[src/rtl/rrn_pkg.sv]
package rrn_pkg;

    typedef enum logic [1:0] {
        ACT_HOLD   = 2'd0,
        ACT_ROTATE = 2'd1,
        ACT_CLEAR  = 2'd2
    } rot_act_e;

    // Clear outranks rotate.
    function automatic rot_act_e decode_act(input logic rotate, input logic clear);
        if (clear)       return ACT_CLEAR;
        else if (rotate) return ACT_ROTATE;
        else             return ACT_HOLD;
    endfunction

endpackage

[src/rtl/rrn_base_step.sv]
module rrn_base_step
    import rrn_pkg::*;
#(
    parameter int W = 7
) (
    input  logic [W-1:0] base_q,
    input  logic [W-1:0] size,
    input  rot_act_e     act,
    output logic [W-1:0] base_d
);

    always_comb begin
        base_d = base_q;
        unique case (act)
            ACT_CLEAR: base_d = '0;
            ACT_ROTATE: begin
                if (size == '0)
                    base_d = '0;
                else if (base_q == '0 || base_q >= size)
                    base_d = size - W'(1);
                else
                    base_d = base_q - W'(1);
            end
            default: base_d = base_q;
        endcase
    end

endmodule

[src/rtl/rrn_index_map.sv]
module rrn_index_map #(
    parameter int W  = 7,
    parameter int LO = 32
) (
    input  logic [W-1:0] vidx,
    input  logic [W-1:0] size,
    input  logic [W-1:0] base,
    output logic [W-1:0] pidx
);

    localparam logic [W:0] LO_X = (W+1)'(LO);

    logic [W:0] rel;
    logic [W:0] sum;
    logic [W:0] size_x;
    logic [W:0] eff_base;
    logic       in_region;

    always_comb begin
        size_x    = {1'b0, size};
        rel       = {1'b0, vidx} - LO_X;
        in_region = ({1'b0, vidx} >= LO_X) && (rel < size_x);
        eff_base  = (base >= size) ? '0 : {1'b0, base};
        sum       = rel + eff_base;
        if (sum >= size_x)
            sum = sum - size_x;
        pidx = in_region ? W'(sum + LO_X) : vidx;
    end

endmodule

[src/rtl/rot_base_renamer.sv]
module rot_base_renamer
    import rrn_pkg::*;
#(
    parameter int GR_REGS = 128,
    parameter int GR_LO   = 32,
    parameter int FR_REGS = 128,
    parameter int FR_LO   = 32,
    parameter int PR_REGS = 64,
    parameter int PR_LO   = 16,
    parameter int GRP     = 8,
    localparam int GR_W      = $clog2(GR_REGS),
    localparam int FR_W      = $clog2(FR_REGS),
    localparam int PR_W      = $clog2(PR_REGS),
    localparam int GR_MAXGRP = (GR_REGS - GR_LO) / GRP,
    localparam int GRP_W     = $clog2(GR_MAXGRP + 1)
) (
    input  logic             clk,
    input  logic             rst_n,
    input  logic             rotate_i,
    input  logic             clear_i,
    input  logic [GRP_W-1:0] gr_grp_i,
    input  logic [GR_W-1:0]  gr_vidx_i,
    input  logic [FR_W-1:0]  fr_vidx_i,
    input  logic [PR_W-1:0]  pr_vidx_i,
    output logic [GR_W-1:0]  gr_pidx_o,
    output logic [FR_W-1:0]  fr_pidx_o,
    output logic [PR_W-1:0]  pr_pidx_o
);

    localparam logic [FR_W-1:0]  FR_SIZE  = FR_W'(FR_REGS - FR_LO);
    localparam logic [PR_W-1:0]  PR_SIZE  = PR_W'(PR_REGS - PR_LO);
    localparam logic [GRP_W-1:0] GRP_MAXV = GRP_W'(GR_MAXGRP);

    typedef struct packed {
        logic [GR_W-1:0] gr;
        logic [FR_W-1:0] fr;
        logic [PR_W-1:0] pr;
    } base_t;

    base_t           st_d, st_q;
    rot_act_e        act;
    logic [GRP_W-1:0] grp_clamped;
    logic [GR_W-1:0] gr_size;
    logic [GR_W-1:0] gr_next;
    logic [FR_W-1:0] fr_next;
    logic [PR_W-1:0] pr_next;
    logic [GR_W-1:0] gr_base;
    logic [FR_W-1:0] fr_base;
    logic [PR_W-1:0] pr_base;

    always_comb begin
        act         = decode_act(rotate_i, clear_i);
        grp_clamped = (gr_grp_i > GRP_MAXV) ? GRP_MAXV : gr_grp_i;
        gr_size     = GR_W'(grp_clamped) * GR_W'(GRP);
        st_d.gr     = gr_next;
        st_d.fr     = fr_next;
        st_d.pr     = pr_next;
    end

    always_ff @(posedge clk or negedge rst_n) begin
        if (!rst_n) st_q <= '0;
        else        st_q <= st_d;
    end

    assign gr_base = st_q.gr;
    assign fr_base = st_q.fr;
    assign pr_base = st_q.pr;

    rrn_base_step #(.W(GR_W)) u_gr_step (
        .base_q (gr_base), .size (gr_size), .act (act), .base_d (gr_next)
    );
    rrn_base_step #(.W(FR_W)) u_fr_step (
        .base_q (fr_base), .size (FR_SIZE), .act (act), .base_d (fr_next)
    );
    rrn_base_step #(.W(PR_W)) u_pr_step (
        .base_q (pr_base), .size (PR_SIZE), .act (act), .base_d (pr_next)
    );

    rrn_index_map #(.W(GR_W), .LO(GR_LO)) u_gr_map (
        .vidx (gr_vidx_i), .size (gr_size), .base (gr_base), .pidx (gr_pidx_o)
    );
    rrn_index_map #(.W(FR_W), .LO(FR_LO)) u_fr_map (
        .vidx (fr_vidx_i), .size (FR_SIZE), .base (fr_base), .pidx (fr_pidx_o)
    );
    rrn_index_map #(.W(PR_W), .LO(PR_LO)) u_pr_map (
        .vidx (pr_vidx_i), .size (PR_SIZE), .base (pr_base), .pidx (pr_pidx_o)
    );

endmodule

[config.mk]
export PLATFORM = sky130hd
export DESIGN_NAME = rot_base_renamer
export DESIGN_NICKNAME = d
export VERILOG_FILES = /design/src/rtl/rrn_pkg.sv /design/src/rtl/rrn_base_step.sv /design/src/rtl/rrn_index_map.sv /design/src/rtl/rot_base_renamer.sv
export SDC_FILE = /design/constraint.sdc
export NUM_CORES = 1
export LEC_CHECK = 0
export ABC_CLOCK_PERIOD_IN_PS = 14940
export BUFFER_PORTS_ARGS = -buffer_cell sky130_fd_sc_hd__buf_4
export CELL_PAD_IN_SITES_DETAIL_PLACEMENT = 1
export CELL_PAD_IN_SITES_GLOBAL_PLACEMENT = 1
export CORE_MARGIN = 8
export CORE_UTILIZATION = 46
export CTS_CLUSTER_DIAMETER = 40
export DETAILED_ROUTE_END_ITERATION = 12
export PLACE_DENSITY_LB_ADDON = 0.08
export SYNTH_ARGS = -nofsm -noshare
export SYNTH_HDL_FRONTEND = slang
export SYNTH_SLANG_ARGS = --single-unit
[constraint.sdc]
create_clock -name clk -period 14.94 [get_ports clk]
set_input_delay 1.494 -clock clk [delete_from_list [all_inputs] [get_ports clk]]
set_output_delay 1.494 -clock clk [all_outputs]
set_load 0.05 [all_outputs]
=== After elaboration in Yosys (flattened, before gate mapping) ===
Cells that the tools add are included.

* Add/sub/neg operators: 16
* Order comparisons: 13
* Equal/unequal tests: 2
* Mux-type cells: 19
* Reduce and logical (&&, ||, !) cells: 11

{| class="wikitable"
|+ Operator list
! cell !! number
|-
| 7-bit 2-to-1 mux || 9
|-
| 7-bit case mux with 2 select lines || 2
|-
| 6-bit 2-to-1 mux || 4
|-
| 7-bit by 6-bit >= comparator with 1-bit output (second input constant) || 3
|-
| 7-bit logical NOT || 3
|-
| 7-bit by 1-bit subtractor with 7-bit output (second input constant) || 3
|-
| 8-bit by 7-bit adder with 8-bit output || 2
|-
| 7-bit by 6-bit subtractor with 8-bit output (second input constant) || 2
|-
| 7-bit by 6-bit adder with 7-bit output (second input constant) || 2
|-
| 6-bit case mux with 2 select lines || 1
|-
| 8-bit by 7-bit >= comparator with 1-bit output || 1
|-
| 8-bit by 7-bit >= comparator with 1-bit output (second input constant) || 1
|-
| 8-bit by 7-bit < comparator with 1-bit output || 1
|-
| 8-bit by 7-bit < comparator with 1-bit output (second input constant) || 1
|-
| 7-bit by 6-bit adder with 7-bit output || 1
|-
| 7-bit >= comparator || 1
|-
| 7-bit >= comparator (second input constant) || 1
|-
| 7-bit by 6-bit < comparator with 1-bit output (second input constant) || 1
|-
| 6-bit by 5-bit subtractor with 7-bit output (second input constant) || 1
|-
| 7-bit subtractor || 1
|-
| 7-bit subtractor (second input constant) || 1
|-
| 6-bit by 5-bit adder with 6-bit output (second input constant) || 1
|-
| 6-bit by 5-bit >= comparator with 1-bit output (second input constant) || 1
|-
| 6-bit >= comparator (second input constant) || 1
|-
| 12 further kinds || 16
|}

* Bits in registers: 20
* Input port bits: 28
* Output and inout port bits: 20
* Word-level logic and storage cells: 64

=== Logic depth before layout (Yosys ltp) ===
Gate-level depths: netlist of run 1.

* Depth in word-level cells: 9
* Depth in mapped cells: 21
* Depth with buffers taken out: 20

=== By module ===
From an unflattened synthesis of run 1, not the netlist that was laid out.

* Cell total of the unflattened synthesis: 661
* Area, all modules: 5534.1 µm²

{| class="wikitable"
|+ By module, submodules not included
! module !! times used !! cells each !! area each (µm²) !! seq. area each (µm²)
|-
| rrn_base_step (u_fr_step ...) || 2 || 79 || 611.8 || 0.0
|-
| rrn_index_map (u_fr_map) || 1 || 150 || 1191.1 || 0.0
|-
| rrn_index_map (u_gr_map) || 1 || 141 || 1147.4 || 0.0
|-
| rrn_index_map (u_pr_map) || 1 || 119 || 970.9 || 0.0
|-
| rot_base_renamer || 1 || 27 || 536.8 || 500.5
|-
| rrn_base_step (u_pr_step) || 1 || 66 || 464.2 || 0.0
|}

=== Worst setup path after synthesis of run 1 ===
OpenSTA, ideal clock, no wires.

* Kind: input to output
* From: input port gr_grp_i[2]
* To: output port gr_pidx_o[3]
* Arrival time: 6220 ps
* Required time: 13446 ps
* Path slack: 7226 ps
* Cell stages on the path: 21
* Buffers on the path: 1
* Cells stage by stage: nand2_1 nand2_1 ha_1 o21ai_1 a21oi_1 a211oi_2 clkbuf_1 and2_1 ha_1 inv_1 fa_1 nor2b_1 o31a_1 o211ai_1 ha_1 and4b_1 a41oi_1 nand3b_1 mux2i_1 mux2_1 a21oi_1

* Word-level cells in the longest chain between the ends: 9
* Elaborated cells between the ends (all ways): 12
* Those cells by class: add/sub (3); order compare (4); mux (4); reduce/logical (1)

{| class="wikitable"
|+ RTL lines
! element !! RTL line !! RTL
|-
| from (decl) || rot_base_renamer.sv:21 || <nowiki>input logic [GRP_W-1:0] gr_grp_i,</nowiki>
|-
| 4-bit > comparator || rot_base_renamer.sv:53 || <nowiki>grp_clamped = (gr_grp_i > GRP_MAXV) ? GRP_MAXV : gr_grp_i;</nowiki>
|-
| 4-bit 2-to-1 mux (*) || rot_base_renamer.sv:53 ||
|-
| 7-bit >= comparator || rrn_index_map.sv:23 || <nowiki>eff_base = (base >= size) ? '0 : {1'b0, base};</nowiki>
|-
| 7-bit 2-to-1 mux || rrn_index_map.sv:23 ||
|-
| 8-bit by 7-bit adder with 8-bit output || rrn_index_map.sv:24 || <nowiki>sum = rel + eff_base;</nowiki>
|-
| 7-bit subtractor or 8-bit by 7-bit >= comparator with 1-bit output (tied branches) || rrn_index_map.sv:26, rrn_index_map.sv:25 ||
|-
| 7-bit 2-to-1 mux || rrn_index_map.sv:25 || <nowiki>if (sum >= size_x)</nowiki>
|-
| 7-bit by 6-bit adder with 7-bit output || rrn_index_map.sv:27 || <nowiki>pidx = in_region ? W'(sum + LO_X) : vidx;</nowiki>
|-
| 7-bit 2-to-1 mux (*) || rrn_index_map.sv:27 ||
|-
| to (decl) || rot_base_renamer.sv:25 || <nowiki>output logic [GR_W-1:0] gr_pidx_o,</nowiki>
|}

Every way passes the cells marked *; elsewhere a longest branch is shown, timed or not.

=== Worst setup path after layout of run 1 ===
Same ends and word-level chain as after synthesis.

==> flow_summary.json, run 1 <==
{
  "drt_iter0_drc": 79,
  "synth_area_per_cell_um2": 7.64,
  "ys_top_cells_by_area": "ha_1, dfrtp_1, nand2_1",
  "yosysTopAreaCell": "ha_1",
  "yosysTopAreaCellShare": 0.164,
  "ir_drop_uv": 84.2,
  "cts_resized": 0,
  "grt_antenna_before_repair": 0,
  "cts-root-buf": "clkbuf_8",
  "worstPathArrival_ns": 6.62,
  "ys_warn_count": 0,
  "routedWlPerCell_um": 16.1,
  "fin_nets": 525,
  "hold_viol": 0,
  "first_global_vias": 3294,
  "dp_hpwl_um": 7110,
  "path_class": "in -> out",
  "drive_gt1_frac": 0.137,
  "grt_overflow": 0,
  "clk_path_buf_depth": 2,
  "viasPerCell": 5.95,
  "relSlewSlack": 0.408,
  "dr.pass1.iters": 7,
  "final_antenna_net_count": 0,
  "synth_ff_type": "dfrtp_1",
  "finalPower_mw": 0.483,
  "synth_nets": 482,
  "power_density_mw_per_mm2": 134,
  "fp.dieW_um": 98.4,
  "power_leakage_nw": 1.72,
  "antennaDiodeCount": 0,
  "start_util": 0.468,
  "ys_types": 63,
  "rsz0062_at_grt": "no",
  "required_ns": 13.45,
  "cap_violations": 0,
  "cts_tree": "done",
  "cp-start-kind": "primary input",
  "area_growth_pct": 15.2,
  "ios": 48,
  "async_flop_share": 1.00,
  "tightest_slew_ns": 0.886,
  "yosysSeqAreaShare": 0.160,
  "core.rowCount": 30,
  "min_path_type": "reg -> reg",
  "die_area_mm2": 0.00969,
  "setup_viol": 0,
  "finalClockSkew_ns": 0.00413,
  "tns_ns": 0,
  "synthTopCellsByCount": "nand2_1, ha_1, inv_1, nor2_1, a21oi_1",
  "grt_max_degree": 26,
  "gr-usage-all-layers": 0.177,
  "clk_latency_ns": 0.26,
  "netlist_area_mm2": 0.00313,
  "cts_setup_buffers": 0,
  "vias": 3160,
  "cts_buffers": 3,
  "run_status": "finished, final reports clean",
  "report.final.slew_viol_count": 0,
  "syn_inst": 409,
  "synth-edff-count": 0,
  "htreeDepth": 1,
  "place_congestion": 0.831,
  "clk_pin_slew_ns": 0.08,
  "end_kind": "output port",
  "wl_um": 8550,
  "cp_max_fo": 17,
  "drc_errors": 0,
  "fin_crit_ns": 8.12,
  "fmax_ghz": 0.123,
  "synth-seq-cells": 20,
  "hold_buffers": 0,
  "die_h_um": 98.4,
  "finalCritPeriodShare": 0.543,
  "yosysMostFrequentCell": "nand2_1",
  "grt_pass1_wl_um": 14800,
  "core_mm2": 0.00668,
  "io_buffers": 47,
  "cts.sinks": 20
}
[power by group]
part           internal (mW)  switching, mW
registers             0.0630         0.0145
logic                  0.142          0.222
clock network         0.0235         0.0181
[area by class of cell]
| type | count | area, um2 |
|---|---|---|
| clock buffer | 4 | 55.1 |
| sequential | 20 | 500 |
| fill | 855 | 3080 |
| multi-input combinational | 342 | 2450 |
| timing repair buffer | 47 | 353 |
| tap | 80 | 100 |
| inverter | 38 | 143 |
[per-layer routing]
layer | share of wire | routed length [um] | GRT usage | vias to the layer above
li1 | - | - | - | 1576
met1 | 0.45 | 3810 | 0.214 | 1525
met2 | 0.51 | 4370 | 0.327 | 55
met3 | 0.036 | 306 | 0.0218 | 4
met4 | 0.0080 | 68 | 0.0307 | 0
met5 | 0 | 0 | 0 | -
[cell usage in the layout, fill, tap and decap left out, types with 2 or more instances in the layout]
| cell | count |
|---|---|
| clkbuf_8 | 4 |
| nand3_1 | 7 |
| nor2_1 | 31 |
| o31ai_1 | 4 |
| nand2b_1 | 5 |
| o211ai_1 | 4 |
| dfrtp_1 | 20 |
| nor3_1 | 16 |
| o21ba_2 | 2 |
| a311oi_1 | 8 |
| a221oi_1 | 2 |
| and3b_1 | 2 |
| ha_1 | 41 |
| o31a_1 | 2 |
| xnor2_1 | 5 |
| nand2_1 | 43 |
| a221o_1 | 2 |
| a21o_1 | 4 |
| o21ai_0 | 22 |
| buf_4 | 47 |
| nand4b_1 | 2 |
| a21oi_1 | 26 |
| xor2_1 | 8 |
| nor4_1 | 3 |
| a211oi_1 | 8 |
| o22ai_1 | 2 |
| fa_1 | 4 |
| o21ai_1 | 5 |
| mux2i_1 | 6 |
| o2111ai_1 | 2 |
| o311ai_1 | 2 |
| a22o_1 | 2 |
| and3_1 | 4 |
| o21a_1 | 7 |
| nor2b_1 | 12 |
| mux2_2 | 3 |
| inv_1 | 38 |
| or3_1 | 4 |
| and2_1 | 13 |
| nor3b_1 | 5 |
[critical path, cell delays in order]
cell and delay (ns):
buf_4 0.13, nand2_1 0.06, nand2_1 0.14, ha_1 0.32, o21ai_1 0.08, a21oi_1 0.09
a211oi_2 0.70, and2_1 0.23, ha_1 0.20, inv_1 0.07, fa_1 0.40, nor2b_1 0.21
o21ai_0 0.10, a21oi_1 0.30, ha_1 0.31, nor2b_1 0.15, o31ai_1 0.27, nand3b_1 0.12
mux2i_1 0.50, mux2_1 0.38, a21oi_1 0.15, buf_4 0.21
[worst paths after layout]
check	depth (start not counted)	to	startpoint	slack, ns
max in group asynchronous	1	gr_base[6]$_DFFE_PN0P_	rst_n	13.62
setup / recovery	22	gr_pidx_o[3]	gr_grp_i[2]	6.82
setup reg to reg	6	gr_base[4]$_DFFE_PN0P_	gr_base[4]$_DFFE_PN0P_	12.73
hold reg to reg	1	fr_base[0]$_DFFE_PN0P_	fr_base[0]$_DFFE_PN0P_	0.55
min in group asynchronous	1	pr_base[1]$_DFFE_PN0P_	rst_n	1.10
hold / removal	1	fr_base[0]$_DFFE_PN0P_	fr_base[0]$_DFFE_PN0P_	0.55
[sequential cells by signal, summed over array words and instances, names as in the netlist]
signal   cells
gr_base      7
pr_base      6
fr_base      7
[cell families after synthesis]
logic type               after synthesis  share of synthesized area
flip-flops                            20                      0.160
adder cells (fa/ha/maj)               45                      0.190
AO/OA/AOI/OAI                        117                      0.258
buffers and inverters                 47                     0.0564
XOR/XNOR                              13                     0.0364
AND/OR/NAND/NOR                      157                      0.266
multiplexers                          10                     0.0336
[stage by stage]
stage	cell area (um2)	instances	worst slack, ns	util	hold slack, ns
finish	3600	531	6.82	0.539	0.545
global route	3600	531	6.53	0.539	0.566
CTS	3600	531	6.86	0.539	0.556
detailed placement	3550	527	6.86	0.531	0.541
global placement	3550	527	7.07	0.531	0.521
floorplan	3130	409	7.23	-	0.471
No activity file was read; power rests on OpenSTA's default activity.
==> run 2: changes to the inputs <==
--- a/config.mk
+++ b/config.mk
@@ -5,12 +5,12 @@
 export SDC_FILE = /design/constraint.sdc
 export NUM_CORES = 1
 export LEC_CHECK = 0
-export ABC_CLOCK_PERIOD_IN_PS = 14940
+export ABC_CLOCK_PERIOD_IN_PS = 8400
 export BUFFER_PORTS_ARGS = -buffer_cell sky130_fd_sc_hd__buf_4
 export CELL_PAD_IN_SITES_DETAIL_PLACEMENT = 1
 export CELL_PAD_IN_SITES_GLOBAL_PLACEMENT = 1
 export CORE_MARGIN = 8
-export CORE_UTILIZATION = 46
+export CORE_UTILIZATION = 43
 export CTS_CLUSTER_DIAMETER = 40
 export DETAILED_ROUTE_END_ITERATION = 12
 export PLACE_DENSITY_LB_ADDON = 0.08
==> constraint.sdc (replaced) <==
create_clock -name clk -period 8.4 [get_ports clk]
set_input_delay 0.84 -clock clk [delete_from_list [all_inputs] [get_ports clk]]
set_output_delay 0.84 -clock clk [all_outputs]
set_load 0.05 [all_outputs]
==> flow_summary.json, run 2 (same netlist as run 1, synthesis figures left out) <==
{
  "cp_common_cell": "ha_1",
  "ir_drop_uv": 140,
  "fin_util": 0.510,
  "fin_crit_ns": 6.85,
  "end_kind": "output port",
  "layoutNonFillerInstCount": 550,
  "final_common_cell": "buf_4",
  "cp_max_fo": 17,
  "finalWorstSetupSlack_ns": 1.55,
  "power.share.clock": 0.110,
  "crit_buf_inv": 3,
  "clk_latency_ns": 0.26,
  "cts_buffers": 3,
  "cts_setup_buffers": 0,
  "r2r_slack_ns": 6.15,
  "area_growth_pct": 16.4,
  "intPower_mw": 0.427,
  "worstRegToRegCells": 6,
  "setup_viol": 0,
  "fp.dieW_um": 101,
  "postPlaceCellArea_mm2": 0.00357,
  "drc_errors": 0,
  "viasPerCell": 5.73,
  "core.rowCount": 31,
  "min_path_type": "in -> async",
  "critPathLaunch": "gr_grp_i[2]",
  "tightest_slew_ns": 0.908,
  "htreeDepth": 1,
  "die_h_um": 101,
  "required_ns": 7.56,
  "core_mm2": 0.00714,
  "final_cell_mix": "buf_4, nand2_1, ha_1",
  "cp-start-kind": "primary input",
  "grt_max_degree": 26,
  "drt_iter0_drc": 89,
  "cts-root-buf": "clkbuf_8",
  "final_antenna_net_count": 0,
  "hold_buffers": 0,
  "tns_ns": 0,
  "cts_tree": "done",
  "first_global_vias": 3336,
  "crit_chain": "buf_4 -> nand2_1 -> nand2_1 -> ha_1 -> o21ai_1 -> a21oi_1 -> a211oi_2 -> and2_1 -> ha_1 -> inv_1 -> fa_1 -> nor2b_1 -> o31a_1 -> o211ai_1 -> ha_1 -> and4b_1 -> a41oi_1 -> nand3b_1 -> mux2i_1 -> mux2_1 -> a21oi_1 -> buf_4",
  "ios": 48,
  "max_stage_delay_ns": 0.72,
  "r2r_start": "gr_base[4]$_DFFE_PN0P_",
  "power_leakage_nw": 1.72,
  "netSwitchingPower_mw": 0.457,
  "sw_frac_of_total": 0.517,
  "routedWlPerCell_um": 15.7,
  "report.final.slew_viol_count": 0,
  "vias": 3152,
  "fin_nets": 525,
  "p_seq_frac": 0.157,
  "io_buffers": 47,
  "relSlewSlack": 0.394,
  "grt_antenna_before_repair": 0,
  "finalInstanceArea_mm2": 0.00364,
  "cts_resized": 0,
  "worstPathArrival_ns": 6.01,
  "critPathSlowestCell": "a211oi_2",
  "place_congestion": 0.816,
  "path_depth": 22,
  "grt_overflow": 0,
  "hold_viol": 0,
  "die_area_mm2": 0.0103,
  "combPwrFrac": 0.733,
  "finalClockSkew_ns": 0.00541,
  "clk_path_buf_depth": 2,
  "pre_cts_ws_ns": 1.54,
  "start_util": 0.438,
  "cts.sinks": 20,
  "grt_pass1_wl_um": 15200,
  "wl_um": 8640,
  "dp_hpwl_um": 7060,
  "finalPower_mw": 0.884,
  "placedCellCount": 546,
  "cap_violations": 0,
  "rsz0062_at_grt": "no",
  "drive_gt1_frac": 0.137,
  "power_density_mw_per_mm2": 243,
  "finalCritPeriodShare": 0.815,
  "run_status": "finished, final reports clean",
  "cp_top_family": "compound AO/OA/AOI/OAI gates",
  "path_class": "in -> out",
  "whs_ns": 0.445,
  "dr.pass1.iters": 4,
  "fmax_ghz": 0.146,
  "antennaDiodeCount": 0,
  "gr-usage-all-layers": 0.176,
  "clk_pin_slew_ns": 0.08
}
run 2: cell types whose count changed in the layout (fill, tap and decap cells not counted), sizes merged:
cell / change
bufinv: +1
clkbuf: -1
run 2: layer usage:
metal | up-vias | share of wire | track usage
li1 | 1574 | - | -
met1 | 1516 | 0.46 | 0.213
met2 | 52 | 0.50 | 0.323
met3 | 10 | 0.028 | 0.0199
met4 | 0 | 0.012 | 0.0389
met5 | - | 0 | 0
run 2: area by class of cell:
class / instances / area (um2)
fill: 939 / 3500
multi-input combinational: 342 / 2450
timing repair buffer: 47 / 353
inverter: 38 / 143
sequential: 20 / 500
clock buffer: 3 / 41.3
tap: 99 / 124
clock inverter: 1 / 30.0
run 2: worst reg2reg max path, stage by stage (launching register included):
cell and delay, ns:
dfrtp_1 0.45, ha_1 0.32, o21ai_1 0.07, a21oi_1 0.09, a211oi_2 0.72, nand3_1 0.18
a32o_1 0.31
run 2: path summary, 6_finish.rpt:
path                                     endpoint
hold / removal             gr_base[5]$_DFFE_PN0P_
max in group asynchronous  gr_base[6]$_DFFE_PN0P_
setup reg to reg           gr_base[4]$_DFFE_PN0P_
hold reg to reg            fr_base[0]$_DFFE_PN0P_
min in group clk           fr_base[0]$_DFFE_PN0P_
setup / recovery                     gr_pidx_o[3]
run 2: power by group through the flow:
stage / sequential [mW] / clock, mW / combinational (mW)
6_report: 0.139 / 0.0971 / 0.648
5_1_grt: 0.142 / 0.103 / 0.715
4_1_cts: 0.139 / 0.0993 / 0.652
3_5_place_dp: 0.140 / 0 / 0.647
3_3_place_gp: 0.140 / 0 / 0.629
2_1_floorplan: 0.131 / 0 / 0.493
